--- src/rtl/uart_fifo_pkg.sv ---
package uart_fifo_pkg;
  // Host access width encoding carried on wide_acc
  typedef enum logic {
    ACC_ONE = 1'b0,
    ACC_TWO = 1'b1
  } acc_width_e;

  // Number of bytes moved by an access of the given width
  function automatic int unsigned bytes_of(input logic two);
    return (two == ACC_TWO) ? 2 : 1;
  endfunction
endpackage

--- src/rtl/fifo_lane_ram.sv ---
// One storage lane: simple dual-port, synchronous write and read,
// written so that a block RAM can be inferred.
module fifo_lane_ram #(
  parameter int ROWS = 32,
  parameter int W    = 8
) (
  input  logic                     clk,
  input  logic                     we,
  input  logic [$clog2(ROWS)-1:0]  waddr,
  input  logic [W-1:0]             wdata,
  input  logic                     re,
  input  logic [$clog2(ROWS)-1:0]  raddr,
  output logic [W-1:0]             q
);
  logic [W-1:0] mem [ROWS];

  always_ff @(posedge clk) begin
    if (we) mem[waddr] <= wdata;
  end

  always_ff @(posedge clk) begin
    if (re) q <= mem[raddr];
  end
endmodule

--- src/rtl/dual_lane_fifo.sv ---
// Byte queue split across two interleaved lanes (even and odd positions),
// so one or two bytes can be pushed and popped per cycle.
module dual_lane_fifo
  import uart_fifo_pkg::*;
#(
  parameter int DEPTH   = 64,   // power of two, largest capacity
  parameter int SHALLOW = 16,   // reduced capacity
  parameter int W       = 8,
  parameter int CNT_W   = $clog2(DEPTH) + 1
) (
  input  logic             clk,
  input  logic             rst,
  input  logic             clr,
  input  logic             deep,
  input  logic             push,
  input  logic             push_two,
  input  logic [2*W-1:0]   wdata,
  input  logic             pop,
  input  logic             pop_two,
  output logic [2*W-1:0]   rdata,
  output logic [CNT_W-1:0] level,
  output logic             push_fail,
  output logic             pop_fail
);
  localparam int PTR_W = $clog2(DEPTH);
  localparam int ROWS  = DEPTH / 2;
  localparam int RW    = PTR_W - 1;

  logic [PTR_W-1:0] wp, rp, wp_nx1, rp_nx1;
  logic [CNT_W-1:0] cap, push_n, pop_n;
  logic             push_ok, pop_ok;
  logic [1:0][W-1:0] lane_q;
  logic             sel_r, ok_r, two_r;
  logic [W-1:0]     lo_b, hi_b;

  assign cap    = deep ? CNT_W'(DEPTH) : CNT_W'(SHALLOW);
  assign push_n = CNT_W'(bytes_of(push_two));
  assign pop_n  = CNT_W'(bytes_of(pop_two));
  assign wp_nx1 = wp + PTR_W'(1);
  assign rp_nx1 = rp + PTR_W'(1);

  // Judged against the level held before this cycle
  assign push_ok   = push && !clr && ((level + push_n) <= cap);
  assign pop_ok    = pop  && !clr && (level >= pop_n);
  assign push_fail = push && !clr && !push_ok;
  assign pop_fail  = pop  && !clr && !pop_ok;

  for (genvar l = 0; l < 2; l++) begin : g_lane
    logic          own_w, own_r, we;
    logic [RW-1:0] waddr, raddr;
    logic [W-1:0]  wbyte;

    // The lane that holds the pointer's position takes the earlier byte
    assign own_w = (wp[0] == 1'(l));
    assign own_r = (rp[0] == 1'(l));
    assign we    = push_ok && (own_w || push_two);
    assign waddr = own_w ? wp[PTR_W-1:1] : wp_nx1[PTR_W-1:1];
    assign wbyte = own_w ? wdata[W-1:0] : wdata[2*W-1:W];
    assign raddr = own_r ? rp[PTR_W-1:1] : rp_nx1[PTR_W-1:1];

    fifo_lane_ram #(.ROWS(ROWS), .W(W)) u_ram (
      .clk   (clk),
      .we    (we),
      .waddr (waddr),
      .wdata (wbyte),
      .re    (pop_ok),
      .raddr (raddr),
      .q     (lane_q[l])
    );
  end

  always_ff @(posedge clk) begin
    if (rst || clr) begin
      wp    <= '0;
      rp    <= '0;
      level <= '0;
    end else begin
      if (push_ok) wp <= wp + PTR_W'(push_n);
      if (pop_ok)  rp <= rp + PTR_W'(pop_n);
      level <= level + (push_ok ? push_n : '0) - (pop_ok ? pop_n : '0);
    end
  end

  // Remembers how to assemble the lane outputs for the last pop attempt
  always_ff @(posedge clk) begin
    if (rst || clr) begin
      ok_r  <= 1'b0;
      two_r <= 1'b0;
      sel_r <= 1'b0;
    end else if (pop) begin
      ok_r  <= pop_ok;
      two_r <= pop_two;
      sel_r <= rp[0];
    end
  end

  assign lo_b  = sel_r ? lane_q[1] : lane_q[0];
  assign hi_b  = sel_r ? lane_q[0] : lane_q[1];
  assign rdata = !ok_r ? '0 : (two_r ? {hi_b, lo_b} : {W'(0), lo_b});

  assert_level_within_cap_R1: assert property (@(posedge clk) disable iff (rst)
    level <= cap);

  assert_refused_push_ignored_R5: assert property (@(posedge clk) disable iff (rst)
    (push_fail && !pop) |=> $stable(level));

  assert_refused_pop_keeps_level_R4: assert property (@(posedge clk) disable iff (rst)
    (pop_fail && !push) |=> ($stable(level) && rdata == '0));
endmodule

--- src/rtl/uart_fifo_pair.sv ---
module uart_fifo_pair
  import uart_fifo_pkg::*;
#(
  parameter int DEEP_DEPTH    = 64,
  parameter int SHALLOW_DEPTH = 16,
  parameter int BYTE_W        = 8,
  parameter int LVL_W         = $clog2(DEEP_DEPTH) + 1
) (
  input  logic              clk,
  input  logic              rst,
  input  logic              deep_mode,
  input  logic              fifo_clr,
  input  logic              wide_acc,
  input  logic              host_wr,
  input  logic [2*BYTE_W-1:0] host_wdata,
  input  logic              host_rd,
  input  logic              rx_push,
  input  logic [BYTE_W-1:0] rx_push_data,
  input  logic              tx_pop,
  input  logic              rx_stat_rd,
  input  logic              tx_stat_rd,
  output logic [2*BYTE_W-1:0] host_rdata,
  output logic [BYTE_W-1:0] tx_pop_data,
  output logic [LVL_W-1:0]  rx_level,
  output logic [LVL_W-1:0]  tx_level,
  output logic              rx_ready,
  output logic              tx_empty,
  output logic [7:0]        rx_err_stat,
  output logic [7:0]        tx_err_stat
);
  logic [2*BYTE_W-1:0] tx_rd;
  logic [BYTE_W-1:0]   tx_hi_unused;
  logic tx_over, rx_under, rx_push_fail_unused, tx_pop_fail_unused;
  logic rx_flag, tx_flag;

  dual_lane_fifo #(.DEPTH(DEEP_DEPTH), .SHALLOW(SHALLOW_DEPTH), .W(BYTE_W), .CNT_W(LVL_W)) u_txq (
    .clk       (clk),
    .rst       (rst),
    .clr       (fifo_clr),
    .deep      (deep_mode),
    .push      (host_wr),
    .push_two  (wide_acc),
    .wdata     (host_wdata),
    .pop       (tx_pop),
    .pop_two   (ACC_ONE),
    .rdata     (tx_rd),
    .level     (tx_level),
    .push_fail (tx_over),
    .pop_fail  (tx_pop_fail_unused)
  );

  dual_lane_fifo #(.DEPTH(DEEP_DEPTH), .SHALLOW(SHALLOW_DEPTH), .W(BYTE_W), .CNT_W(LVL_W)) u_rxq (
    .clk       (clk),
    .rst       (rst),
    .clr       (fifo_clr),
    .deep      (deep_mode),
    .push      (rx_push),
    .push_two  (ACC_ONE),
    .wdata     ({BYTE_W'(0), rx_push_data}),
    .pop       (host_rd),
    .pop_two   (wide_acc),
    .rdata     (host_rdata),
    .level     (rx_level),
    .push_fail (rx_push_fail_unused),
    .pop_fail  (rx_under)
  );

  assign tx_pop_data  = tx_rd[BYTE_W-1:0];
  assign tx_hi_unused = tx_rd[2*BYTE_W-1:BYTE_W];

  // Sticky error bits: a new error wins over a clearing status read
  always_ff @(posedge clk) begin
    if (rst || fifo_clr) begin
      rx_flag <= 1'b0;
      tx_flag <= 1'b0;
    end else begin
      if (rx_under)        rx_flag <= 1'b1;
      else if (rx_stat_rd) rx_flag <= 1'b0;
      if (tx_over)         tx_flag <= 1'b1;
      else if (tx_stat_rd) tx_flag <= 1'b0;
    end
  end

  assign rx_err_stat = {rx_flag, 7'b0};
  assign tx_err_stat = {tx_flag, 7'b0};
  assign rx_ready    = (rx_level != '0);
  assign tx_empty    = (tx_level == '0);

  logic [LVL_W:0] cap_chk;
  assign cap_chk = deep_mode ? (LVL_W+1)'(DEEP_DEPTH) : (LVL_W+1)'(SHALLOW_DEPTH);

  assert_underrun_flags_R4: assert property (@(posedge clk) disable iff (rst)
    (host_rd && !fifo_clr && (int'(rx_level) < (wide_acc ? 2 : 1)))
      |=> (rx_err_stat[7] && host_rdata == '0));

  assert_overrun_flags_R5: assert property (@(posedge clk) disable iff (rst)
    (host_wr && !fifo_clr && (int'(tx_level) + (wide_acc ? 2 : 1) > int'(cap_chk)))
      |=> tx_err_stat[7]);

  assert_clear_empties_R8: assert property (@(posedge clk) disable iff (rst)
    fifo_clr |=> (rx_level == '0 && tx_level == '0 && !rx_err_stat[7] && !tx_err_stat[7]));

  assert_stat_read_clears_R6: assert property (@(posedge clk) disable iff (rst)
    (tx_stat_rd && !fifo_clr && !(host_wr && int'(tx_level) + (wide_acc ? 2 : 1) > int'(cap_chk)))
      |=> !tx_err_stat[7]);
endmodule

--- config.mk ---
export PLATFORM = sky130hd
export DESIGN_NAME = uart_fifo_pair
export DESIGN_NICKNAME = d
export VERILOG_FILES = /design/src/rtl/uart_fifo_pkg.sv /design/src/rtl/fifo_lane_ram.sv /design/src/rtl/dual_lane_fifo.sv /design/src/rtl/uart_fifo_pair.sv
export SDC_FILE = /design/constraint.sdc
export NUM_CORES = 1
export LEC_CHECK = 0
export BUFFER_PORTS_ARGS = -buffer_cell sky130_fd_sc_hd__buf_2
export CORE_ASPECT_RATIO = 1.5
export CORE_MARGIN = 5
export CORE_UTILIZATION = 63
export CTS_CLUSTER_DIAMETER = 150
export DETAILED_ROUTE_END_ITERATION = 16
export GPL_ROUTABILITY_DRIVEN = 0
export PLACE_DENSITY = 0.8
export SYNTH_ARGS = -nofsm -noshare
export SYNTH_HDL_FRONTEND = slang
export SYNTH_SLANG_ARGS = --single-unit
--- constraint.sdc ---
create_clock -name clk -period 6.3 [get_ports clk]
set_input_delay 0.945 -clock clk [delete_from_list [all_inputs] [get_ports clk]]
set_output_delay 0.945 -clock clk [all_outputs]
set_load 0.01 [all_outputs]
Yosys cells after proc, flatten, opt, wreduce, memory -nomap -nowiden --
Memories as Yosys holds them, arrays and structs flattened. A register that Yosys moved wholly into a read port is not among the register bits. Index checks and enable logic that the tools add are counted.
Cells by class: muxes and demuxes 36, reduce and logical (&&, ||, !) cells 24, equal/unequal tests 0, divide/modulo/power cells 0, shift-type cells 0, add/sub/neg operators 12, bitwise operators 2, multipliers 0, order comparisons 4
Operators with widths (number):
- $mux 8 | 8
- $mux 5 | 8
- $mux 16 | 2
- $add 6x1->6 const B | 4
- $add 7x7->7 | 3
- $le 7x7->1 | 2
- $logic_and 1x1->1 | 14
- $mux 1 | 14
- $mux 7 | 2
- $sub 7x7->7 | 2
- $add 7x1->7 const B | 1
- $ge 7x1->1 const B | 1
- $ge 7x2->1 | 1
- $logic_not 7->1 | 1
- $reduce_bool 7->1 | 1
- $add 6x2->6 | 1
- $add 6x6->6 | 1
- $mux 2 | 2
- $reduce_bool 2->1 | 2
- $logic_not 1->1 | 3
- $logic_or 1x1->1 | 3
- $not 1->1 | 2
Storage, ports and cells: bits in latches 0, word-level logic and storage cells 95, output and inout port bits 56, register bits 45, memories kept 4, memory bits (writable) 1024, memory bits (read-only) 0
Memories:
- u_rxq.g_lane[0].u_ram.mem | words 32, width 8, rd ports 1, clocked after Yosys merged registers in 1, wr ports 1, RTL line fifo_lane_ram.sv:15 | logic [W-1:0] mem [ROWS];
- u_rxq.g_lane[1].u_ram.mem | words 32, width 8, rd ports 1, clocked after Yosys merged registers in 1, wr ports 1, RTL line fifo_lane_ram.sv:15
- u_txq.g_lane[0].u_ram.mem | words 32, width 8, rd ports 1, clocked after Yosys merged registers in 1, wr ports 1, RTL line fifo_lane_ram.sv:15
- u_txq.g_lane[1].u_ram.mem | words 32, width 8, rd ports 1, clocked after Yosys merged registers in 1, wr ports 1, RTL line fifo_lane_ram.sv:15

Depth between registers and ports, before layout --
depth after elaboration 7, depth in mapped cells 23

Hierarchy --
A second synthesis with hierarchy kept.
Unflattened totals: cells, all modules 2296, area, all modules 45751.4 sq um
Modules (own cells, without submodules):
- fifo_lane_ram | times used 4, area an instance 10133.5 sq um, sequential area each 7927.6 sq um, cells an instance 417
- dual_lane_fifo (u_txq) | times used 1, area an instance 2577.5 sq um, sequential area each 440.4 sq um, cells an instance 310
- dual_lane_fifo (u_rxq) | times used 1, area an instance 2401.1 sq um, sequential area each 440.4 sq um, cells an instance 287
- uart_fifo_pair | times used 1, area an instance 239.0 sq um, sequential area each 40.0 sq um, cells an instance 31

Worst setup path after synthesis --
OpenSTA, ideal clock, no wires.
path kind input port to flip-flop, start point in wide_acc, end point reg u_txq.level[5], setup slack 1.426 ns, data arrival time 4.747 ns, path buffers 2, setup time 0.128 ns, cell stages on the path 23, data required time 6.172 ns, cell sequence inv_1 -> ha_1 -> inv_1 -> fa_1 -> nor2b_1 -> nand2_1 -> xnor2_1 -> ha_1 -> nand4b_1 -> a211oi_2 -> a2bb2oi_2 -> buf_6 -> clkbuf_1 -> nand2b_1 -> ha_1 -> inv_1 -> ha_1 -> a21o_1 -> a21oi_1 -> o21bai_1 -> a21oi_1 -> xnor2_1 -> nor2_1
Between the ends: cells in the longest elaborated chain, start to end 7
RTL lines:
- from (decl) | RTL line uart_fifo_pair.sv:13 | input logic wide_acc,
- $mux 2 (*) | RTL line uart_fifo_pkg.sv:10 | return (two == ACC_TWO) ? 2 : 1;
- $add 7x7->7 | RTL line dual_lane_fifo.sv:43 | assign push_ok = push && !clr && ((level + push_n) <= cap);
- $le 7x7->1 | RTL line dual_lane_fifo.sv:43
- $logic_and 1x1->1 | RTL line dual_lane_fifo.sv:43
- $mux 7 (*) | RTL line dual_lane_fifo.sv:80 | level <= level + (push_ok ? push_n : '0) - (pop_ok ? pop_n : '0);
- $add 7x7->7 (*) | RTL line dual_lane_fifo.sv:80
- $sub 7x7->7 (*) | RTL line dual_lane_fifo.sv:80
- to (signal assigned) | RTL line dual_lane_fifo.sv:80
- to (decl) | RTL line dual_lane_fifo.sv:21 | output logic [CNT_W-1:0] level,
Mark *: on every way between the ends. The rest lies on a longest branch, timed or not. A chain may end at the register's enable or synchronous reset.

Worst setup path in the final report --
Ends and elaborated chain as after synthesis.

==> impl_results.md <==
- First-pass GRT wire length: 173 mm
- Post-route DRC violation count: 0
- Initial Utilization: 0.635
- Setup violators final: 0
- Final Hold Viols: 0
- Crit path DAT: about 5300 ps
- Yosys cell types: 64
- XOR/XNOR share of the synthesized area: 0.00799
- Reported max-cap violation count: 0
- Sw Ratio: 0.235
- Relative slew slack: 0.0686
- GRT overflow: 0
- TritonCTS buffer count: 96
- Final ANT Viol Nets: 0
- Hold Crit Depth: 2
- Routed len/inst: 28.6 um
- Ports: 91
- CTS H-Tree Depth: 3
- Final WL: 116 mm
- Root buffer cell: clkbuf_16
- RSZ-0062 raised after global routing: no
- Clock power frac: 0.381
- Final Critical Period: 4820 ps
- Pwr per Cell Area: 312 nW/um^2
- Worst setup EP type: flip-flop
- Post-CTS Setup Bufs: 0
- Post-Synth Simple-Gate Area: 0.0573
- Hpwl dp: 74.2 mm
- Cts hold-fix bufs: 0
- CP Launch Type: input port
- Compound-Gate Fraction of Synth Area: 0.0799
- Most common cell after layout, fill and taps aside: edfxtp_1
- FFs w/ async S/R, synth: 0
- Outcome: complete, no violations
- Switch Pwr: 3.76 mW
- Antenna violations before repair: 4
- CTS tree: yes
- Largest net degree at the start of global routing: roughly 160
- Vias in the first global route: 28.0k
- Core area: 73,700 um^2
- Drt pass-1 iters: 8
- # rows: about 120
- Filler Cell Count: 4,576
- Worst setup margin: roughly 1500 ps
- Largest family of logic cells by synthesized area: multiplexers
- Clock-pin slew on the worst setup and hold paths: 60 ps
- Latest clock arrival within the worst-skew pair: 670 ps
- Chip Height: 344 um
- # port buffers: 76
- Class of the worst hold path: reg2reg
- Flop pwr share: 0.519
- Area grow syn2layout: 9.61%
- Crit path required time: 6820 ps
- Sequential element share of the synthesized area: 0.696
- Post-CTS Resized: 0
- Least-Margin Pin Slew: approximately 1400 ps
- Vias: 28.1k
- CTS Buffer Depth: 3
- Slowest CP cell: fa_1
- CTS sink count: 1,101
- Number of synthesized flops with an enable pin: ~1.1k
- Mux cell area share after synthesis: 0.119
- Slew Viols, Final: 0
- Die area: 80,000 um^2
- Slowest stage delay, CP: ~400 ps
- CP most frequent cell: ha_1
- Adder and majority gate portion of the synthesized area: 0.0163
- Period utilisation layout: 0.765
- Critical Path, Cell by Cell: buf_2 -> inv_1 -> ha_1 -> inv_1 -> fa_1 -> nor2b_1 -> nand2_1 -> xnor2_1 -> ha_1 -> nand4b_1 -> a211oi_2 -> a2bb2oi_4 -> nand2b_1 -> ha_1 -> inv_1 -> ha_1 -> a21o_1 -> a21oi_1 -> o21bai_1 -> a21oi_1 -> xnor2_1 -> nor2_1
- Maximum VDD drop: 0.346 mV
- Most used flip-flop cell after synthesis: edfxtp_1
- Via-per-instance ratio: around 7
- LEAKAGE: 16.2 nW
- Pre-CTS WS: 839 ps
- Synthesis-stage register bit count: 1,101
- Layout cells sized above 1: 0.153
- Power share of the combinational group: 0.100
- Int Power: between 10 and 15 mW
- Synth Instances: 2,941
- Clock skew: 22.4 ps
- Setup CP Type: in2reg
- GRT Total Usage: 0.287
- Post-Synthesis Cell Area: approximately 47,000 um^2
- Avg Cell Area, Syn: around 16 um^2
- NumNets Final: about 3.1k
- Worst Reg-to-Reg Cells: 10
- Ys Warns: 0
- Critical path fanouts, max: 11
- Iter 0 DRT Violations: between 3k and 4k
- Most frequent cells in the layout: edfxtp_1, mux2i_1, nor2_1
- Chip Width: 233 um
- Setup TNS: 0 ps
- F_max: 208 MHz
-- metrics by stage --
step | power (mW) | area (um^2) | hold WS, ps | utilization | instances
after detailed placement | 10.0 | 48100 | 506 | 0.652 | 3861
after global placement | 10.0 | 48100 | 480 | 0.652 | 3861
after floorplan | 9.50 | 46900 | 450 | - | 2954
after CTS | 16.0 | 51300 | 515 | 0.696 | 4043
final | 16.0 | 51400 | 520 | 0.697 | 4045
after global routing | 16.5 | 51400 | 565 | 0.697 | 4044
-- layer usage --
metal / part of all wire / wire, um / GRT usage
met5: 0 / 0 / 0
met3: 0.095 / 11000 / 0.0540
met2: 0.50 / 58100 / 0.487
met1: 0.34 / 39700 / 0.357
met4: 0.060 / 6990 / 0.144
-- path summary, 6_finish.rpt --
path | from | to | slack, ps
worst min-delay path | tx_flag | tx_flag | 520
worst max register to register | u_rxq.level[2] | u_rxq.g_lane[0].u_ram.mem[9][0] | 1760
worst max-delay path | wide_acc | u_txq.level[5] | 1480
worst min register to register | tx_flag | tx_flag | 520
-- power by group through the flow --
stage	Clock [mW]	Combinational [mW]	Sequential, mW
after global routing	6.45	1.71	8.32
after floorplan	0	1.08	8.42
after CTS	6.14	1.59	8.31
final	6.10	1.60	8.31
after detailed placement	0	1.58	8.47
after global placement	0	1.54	8.46
-- cell usage after synthesis (45+ instances only) --
cell type	instances	area (um^2)
clkbuf_1	112	420
nand3_1	45	225
edfxtp_1	1056	31700
o21ai_0	66	330
dfxtp_1	45	901
nor2b_1	45	282
nor3_1	76	380
o22ai_1	148	926
mux2i_1	224	2240
buf_2	47	235
nand2_1	68	255
nor2_1	213	800
a221oi_1	147	1290
a21oi_1	71	355
mux4_2	129	2910
inv_1	48	180
ha_1	53	663
-- final cells by class --
cell class / count / area, um^2 / area share
diodes: 2 / 5.00 / 0.0000975
clock buffers: 115 / 2540 / 0.0494
clock inverters: 67 / 748 / 0.0146
inverters: 52 / 195 / 0.00380
multi-input cells: 1601 / 13300 / 0.259
flip-flops and latches: 1101 / 32600 / 0.635
well taps: 992 / 1240 / 0.0242
repair buffers: 115 / 686 / 0.0134
-- logic make-up after synthesis --
group | Yosys count
DFF | 1101
xor gates and xnor gates | 41
other | 1
AOI/OAI and AO/OA | 537
adders and majority gates | 58
muxes | 393
and+or+nand+nor | 558
buffers and inverters | 252
-- flip-flops by register name, summed over array words and instances, names as in the netlist, 6 cells and up --
signal                  flops
u_rxq.g_lane.u_ram.mem    512
u_txq.g_lane.u_ram.mem    512
u_rxq.g_lane.u_ram.q       16
u_txq.g_lane.u_ram.q       16
u_rxq.level                 7
u_txq.level                 7
u_rxq.rp                    6
u_rxq.wp                    6
u_txq.rp                    6
u_txq.wp                    6
-- critical path, delay by kind of cell --
family	cells	cell delay [ps]
AOI/OAI and AO/OA	6	1220
buffers and inverters	4	720
xor gates and xnor gates	2	290
adders and majority gates	5	1500
and+or+nand+nor	5	660
Power figures use the tool's default switching activity.
